File: config.mk
export PLATFORM = sky130hd
export DESIGN_NAME = sdram_ctrl
export DESIGN_NICKNAME = d
export VERILOG_FILES = /design/src/rtl/sdram_ctrl.sv
export SDC_FILE = /design/constraint.sdc
export NUM_CORES = 1
export LEC_CHECK = 0
export BUFFER_PORTS_ARGS = -buffer_cell sky130_fd_sc_hd__buf_2
export CELL_PAD_IN_SITES_DETAIL_PLACEMENT = 0
export CELL_PAD_IN_SITES_GLOBAL_PLACEMENT = 1
export CORE_MARGIN = 2
export CORE_UTILIZATION = 42
export CTS_CLUSTER_SIZE = 16
export DETAILED_ROUTE_END_ITERATION = 8
export PLACE_DENSITY = 0.8
export SYNTH_ARGS = -nofsm -noshare
export SYNTH_HDL_FRONTEND = slang
export SYNTH_SLANG_ARGS = --single-unit
File: constraint.sdc
create_clock -name clk -period 2.5 [get_ports clk]
set_clock_uncertainty 0.15 [all_clocks]
set_input_delay 0.25 -clock clk [delete_from_list [all_inputs] [get_ports clk]]
set_output_delay 0.25 -clock clk [all_outputs]
set_load 0.01 [all_outputs]
File: src/rtl/sdram_ctrl.sv
`timescale 1ns/1ps
module sdram_ctrl #(
  parameter int ROW_W   = 11,
  parameter int COL_W   = 8,
  parameter int DATA_W  = 16,
  parameter int CLK_PS  = 4000,
  parameter int CAS_LAT = 3,
  parameter int TRCD_PS = 18000,
  parameter int TRP_PS  = 18000,
  parameter int TRAS_PS = 42000,
  parameter int TRC_PS  = 60000,
  parameter int TRDL_CK = 2,
  parameter int TMRD_CK = 2,
  parameter int REFI_NS = 15625,
  parameter int INIT_NS = 200000
) (
  input  logic                     clk,
  input  logic                     rst_n,
  input  logic                     req_valid,
  output logic                     req_ready,
  input  logic                     req_write,
  input  logic [ROW_W+COL_W:0]     req_addr,
  input  logic [DATA_W-1:0]        req_wdata,
  output logic                     rd_valid,
  output logic [DATA_W-1:0]        rd_data,
  output logic                     sd_cs_n,
  output logic                     sd_ras_n,
  output logic                     sd_cas_n,
  output logic                     sd_we_n,
  output logic                     sd_ba,
  output logic [ROW_W-1:0]         sd_addr,
  output logic                     sd_dqm,
  output logic [DATA_W-1:0]        sd_dq_out,
  output logic                     sd_dq_oe,
  input  logic [DATA_W-1:0]        sd_dq_in
);

  function automatic int ck_up(input int ps);
    return (ps + CLK_PS - 1) / CLK_PS;
  endfunction
  function automatic int at2(input int v);
    return (v < 2) ? 2 : v;
  endfunction
  function automatic int mx(input int a, input int b);
    return (a > b) ? a : b;
  endfunction

  localparam int T_RCD   = ck_up(TRCD_PS);
  localparam int T_RP    = ck_up(TRP_PS);
  localparam int T_RAS   = ck_up(TRAS_PS);
  localparam int T_RC    = ck_up(TRC_PS);
  localparam int G_RCD   = at2(T_RCD);
  localparam int G_RP    = at2(T_RP);
  localparam int G_RC    = at2(T_RC);
  localparam int G_MRD   = at2(TMRD_CK);
  localparam int G_BASE  = mx(T_RC - T_RCD, T_RAS - T_RCD + T_RP);
  localparam int G_RD    = at2(mx(G_BASE, CAS_LAT + T_RP));
  localparam int G_WR    = at2(mx(G_BASE, TRDL_CK + T_RP));
  localparam int REFI_CK = mx((REFI_NS * 1000) / CLK_PS, 2);
  localparam int INIT_CK = mx(ck_up(INIT_NS * 1000), 1);
  localparam int CNT_W   = $clog2(mx(INIT_CK, 64)) + 1;
  localparam int RF_W    = $clog2(REFI_CK + 1) + 1;
  localparam int AP      = 10;
  localparam logic [ROW_W-1:0] MODE_WORD = ROW_W'(CAS_LAT) << 4;

  localparam logic [3:0] C_DSL = 4'b1111;
  localparam logic [3:0] C_NOP = 4'b0111;
  localparam logic [3:0] C_ACT = 4'b0011;
  localparam logic [3:0] C_RD  = 4'b0101;
  localparam logic [3:0] C_WR  = 4'b0100;
  localparam logic [3:0] C_PRE = 4'b0010;
  localparam logic [3:0] C_REF = 4'b0001;
  localparam logic [3:0] C_MRS = 4'b0000;

  typedef enum logic [3:0] {
    S_PWR, S_PALL, S_REF1, S_REF2, S_MRS, S_IDLE, S_ACT, S_RW, S_WAIT
  } st_t;

  st_t                st, nxt;
  logic [CNT_W-1:0]   cnt;
  logic [RF_W-1:0]    ref_cnt;
  logic               ref_pend;
  logic               live;
  logic               r_we, r_bank;
  logic [ROW_W-1:0]   r_row;
  logic [COL_W-1:0]   r_col;
  logic [DATA_W-1:0]  r_wdata;
  logic [CAS_LAT-1:0] rd_pipe;
  logic [3:0]         cmd;

  assign {sd_cs_n, sd_ras_n, sd_cas_n, sd_we_n} = cmd;
  assign req_ready = (st == S_IDLE) && !ref_pend;
  assign sd_dqm    = !live;
  assign sd_dq_oe  = (st == S_RW) && r_we;
  assign sd_dq_out = r_wdata;

  always_ff @(posedge clk or negedge rst_n) begin
    if (!rst_n) begin
      st       <= S_PWR;
      nxt      <= S_IDLE;
      cnt      <= CNT_W'(INIT_CK - 1);
      ref_cnt  <= RF_W'(REFI_CK - 1);
      ref_pend <= 1'b0;
      live     <= 1'b0;
      r_we     <= 1'b0;
      r_bank   <= 1'b0;
      r_row    <= '0;
      r_col    <= '0;
      r_wdata  <= '0;
      rd_pipe  <= '0;
      rd_valid <= 1'b0;
      rd_data  <= '0;
    end else begin
      rd_pipe  <= {rd_pipe[CAS_LAT-2:0], (st == S_RW) && !r_we};
      rd_valid <= rd_pipe[CAS_LAT-1];
      if (rd_pipe[CAS_LAT-1]) rd_data <= sd_dq_in;

      if (st == S_IDLE && ref_pend) ref_pend <= 1'b0;
      if (ref_cnt == '0) begin
        ref_cnt  <= RF_W'(REFI_CK - 1);
        ref_pend <= 1'b1;
      end else begin
        ref_cnt <= ref_cnt - 1'b1;
      end

      case (st)
        S_PWR: begin
          if (cnt == '0) st <= S_PALL;
          else cnt <= cnt - 1'b1;
        end
        S_PALL: begin cnt <= CNT_W'(G_RP - 2); nxt <= S_REF1; st <= S_WAIT; end
        S_REF1: begin cnt <= CNT_W'(G_RC - 2); nxt <= S_REF2; st <= S_WAIT; end
        S_REF2: begin cnt <= CNT_W'(G_RC - 2); nxt <= S_MRS;  st <= S_WAIT; end
        S_MRS: begin
          cnt  <= CNT_W'(G_MRD - 2);
          nxt  <= S_IDLE;
          st   <= S_WAIT;
          live <= 1'b1;
        end
        S_IDLE: begin
          if (ref_pend) begin
            cnt <= CNT_W'(G_RC - 2);
            nxt <= S_IDLE;
            st  <= S_WAIT;
          end else if (req_valid) begin
            r_we    <= req_write;
            r_bank  <= req_addr[ROW_W+COL_W];
            r_row   <= req_addr[COL_W +: ROW_W];
            r_col   <= req_addr[COL_W-1:0];
            r_wdata <= req_wdata;
            st      <= S_ACT;
          end
        end
        S_ACT: begin cnt <= CNT_W'(G_RCD - 2); nxt <= S_RW; st <= S_WAIT; end
        S_RW: begin
          cnt <= r_we ? CNT_W'(G_WR - 2) : CNT_W'(G_RD - 2);
          nxt <= S_IDLE;
          st  <= S_WAIT;
        end
        S_WAIT: begin
          if (cnt == '0) st <= nxt;
          else cnt <= cnt - 1'b1;
        end
        default: st <= S_PWR;
      endcase
    end
  end

  always_comb begin
    cmd     = C_NOP;
    sd_ba   = 1'b0;
    sd_addr = '0;
    case (st)
      S_PWR:  cmd = C_DSL;
      S_PALL: begin cmd = C_PRE; sd_addr[AP] = 1'b1; end
      S_REF1, S_REF2: cmd = C_REF;
      S_MRS:  begin cmd = C_MRS; sd_addr = MODE_WORD; end
      S_IDLE: if (ref_pend) cmd = C_REF;
      S_ACT:  begin cmd = C_ACT; sd_ba = r_bank; sd_addr = r_row; end
      S_RW: begin
        cmd                  = r_we ? C_WR : C_RD;
        sd_ba                = r_bank;
        sd_addr[COL_W-1:0]   = r_col;
        sd_addr[AP]          = 1'b1;
      end
      default: cmd = C_NOP;
    endcase
  end


  init_ready_chk: assert property (@(posedge clk) disable iff (!rst_n)
    !live |-> !req_ready);

  accept_act_chk: assert property (@(posedge clk) disable iff (!rst_n)
    (req_valid && req_ready) |=> (cmd == C_ACT));

  mrs_gap_chk: assert property (@(posedge clk) disable iff (!rst_n)
    (cmd == C_MRS) |=> (cmd == C_NOP));

  ref_gap_chk: assert property (@(posedge clk) disable iff (!rst_n)
    (cmd == C_REF) |=> (cmd == C_NOP));

  auto_pre_chk: assert property (@(posedge clk) disable iff (!rst_n)
    (cmd == C_RD || cmd == C_WR) |-> sd_addr[AP]);

  wr_data_chk: assert property (@(posedge clk) disable iff (!rst_n)
    sd_dq_oe |-> (cmd == C_WR && !sd_dqm));

  rd_return_chk: assert property (@(posedge clk) disable iff (!rst_n)
    (cmd == C_RD) |-> ##(CAS_LAT + 1) rd_valid);

endmodule

==> out/results.ini <==
[drt]
dr.pass1.iters=4
num_vias=3535
drc=0
route.detailed.wl_per_inst_um=14.3
drt_wl_total_mm=9.88
viasPerCell=5.12
drt_iter0_drc=133
ant_nets=0

[min_path]
whs_endpoint=rd_pipe[2]
min_path_cells=0
hp-start=rd_pipe[1]
hold_path_class=flop to flop

[job]
max_cap_viol_count=0

[worst_setup_path]
crit_type=flop to primary output
end_kind=primary output
r2r-end=cnt[14]
reg2reg_depth=6
arrival_ns=1.97
critPathLaunch=st[1]
r2r-start=st[1]
cpMostUsedCell=buf_4
cpMaxStageDelayCell=dfrtp_1
critPathLaunchType=flop
crit_fanout=11
worst_path_largest_cell_delay_ns=0.46
critPathRequiredTime_ns=2.10
cp_cell_sequence=buf_4, nor3_1, buf_4, nor3_1, buf_4, o21ai_0, buf_2
rrSetupSlack_ns=0.29

[floorplanning]
io_pins=108
fp.dieArea_mm2=0.0114
start_util_pct=43.0
die_h_um=107
core.rowCount=37
core_area_mm2=0.0103
chipWidth_um=107

[yosys]
yosys.area.top_type=dfrtp_1
synth-edff-count=0
synthCells=384
synth_seq_cells=96
async_flop_share_pct=100
synth-warning-count=0
synth_nets=442
synth_area_leaders=dfrtp_1 (45%), dfstp_2 (10%), mux2_2 (8.7%)
syn_area_mm2=0.00442
synth_top_flop_cell=dfrtp_1
avgSynthCellArea_um2=11.5
synth_top_area_share_pct=44.7
yosysMostFrequentCell=dfrtp_1
ys_seq_area_share_pct=54.8
synth_commonest_cells=dfrtp_1 (79), mux2_2 (34), nor2_1 (31)
synth_cell_types=55

[clocking]
htreeDepth=3
cts_buffer_depth=2
cts_setup_buffers=0
cts_sinks=96
cts_buffers=9
cts.clk_slew.worst_paths_ns=0.09
cts_root_buffer=clkbuf_8
cts_tree=yes
clkLatencyLatePin_ns=0.36

[pwr]
irDropWorstVdd_uv=340
power_density_mw_per_mm2=682
leakage_uw=0.00287

[layout]
drive_above_1_share_pct=36.0
diodes=0
fillers=863
areaGrowthSynthToFinish_pct=34.0
finalNetCount=609

[timing]
slew-limit-headroom_pct=56.9
tns_ns=0
setup_viol=0
finalHoldViolCount=0
fmax_mhz=423
tightest_slew_ns=0.647
rsz0062_at_grt=false
layout_min_cycle_time_ns=2.37
worst_slack_ns=0.133
drv_slew=0
min_period_over_period_pct=94.7

[placed_design]
place.gp.congestion=0.827
dp_hpwl_mm=6.66
dp_slack_ns=0.248
io_buffers=107

[status]
status=completed

[grt]
antenna_found_initial=0
first_global_vias=3558
grt_usage_pct=18.0
overflow=0
grt_pass1_wl_mm=16.5
grt_max_degree=44

==> final cells by class <==
class	instances	area (um2)	area share, %
clock buffers	10	138	2.32
multi-input cells	256	1860	31.3
flip-flops and latches	96	2420	40.9
well taps	136	170	2.87
repair buffers	175	1200	20.2
clock inverters	5	88.8	1.50
inverters	13	48.8	0.823
==> routing by layer <==
metal | GRT usage (%) | vias up | share of wire, %
li1 | - | 1705 | -
met1 | 23.7 | 1718 | 44
met2 | 29.8 | 89 | 49
met3 | 2.55 | 23 | 3.7
met4 | 7.79 | 0 | 2.7
met5 | 0 | - | 0
==> kinds of logic (layout without fill, tap and decap cells) <==
| family | Yosys count | in the layout | share of synthesized area [%] |
|---|---|---|---|
| AOI/OAI and AO/OA | 50 | 50 | 7.41 |
| xor gates and xnor gates | 10 | 10 | 1.98 |
| adders and majority gates | 2 | 2 | 0.566 |
| buffers and inverters | 32 | 203 | 3.22 |
| DFF | 96 | 96 | 54.8 |
| muxes | 64 | 64 | 16.0 |
| and+or+nand+nor | 130 | 130 | 16.0 |
==> state kept, by name (all words and copies together), names as in the netlist, 3 cells and up <==
signal     cells
nxt            3
ref_cnt       13
r_col          8
sd_dq_out     16
cnt           17
rd_data       16
rd_pipe        3
r_row         11
st             4
==> cells in the final DEF, fill, tap and decap left out, types with 13 or more instances in the layout <==
cell	n
buf_2	106
buf_4	13
dfrtp_1	78
dfstp_2	17
dlygate4sd3_1	55
mux2_1	20
mux2_2	34
nand2_1	26
nor2_1	31
==> worst max-delay path: cells and delay by family, from the launching register on <==
kind / cells / cell delay [ns]
compound gates: 1 / 0.14
flops: 1 / 0.46
buf+inv: 4 / 0.76
simple gates: 2 / 0.26
==> power breakdown <==
group | internal [uW] | total (uW) | switching [uW]
Sequential | 1790 | 1980 | 191
Combinational | 439 | 908 | 469
Clock | 598 | 1150 | 552
==> metrics by stage <==
step	hold WS [ns]	instances	utilization [%]	area [um2]	total power, uW
3_5_place_dp	0.132	621	50.1	5150	2850
6_report	0.204	691	57.7	5930	4040
2_1_floorplan	-0.196	384	-	4420	2560
4_1_cts	0.205	691	57.7	5930	4080
3_3_place_gp	0.121	621	50.1	5150	2820
5_1_grt	0.229	691	57.7	5930	4310
==> worst max-delay path by stage <==
stage / to / slack [ns]
floorplan: cnt[14] / 0.45
global placement: ref_cnt[7] / 0.33
detailed placement: ref_cnt[7] / 0.25
CTS: sd_addr[8] / 0.08
global route: ref_cnt[7] / 0.03
finish: sd_cas_n / 0.13
==> timing repair <==
action	in CTS	in global routing
hold endpoints to repair	91	0
endpoints found under the setup margin	0	2
gates resized for setup	0	1
hold buffers	55	0
Power figures use the tool's default switching activity.
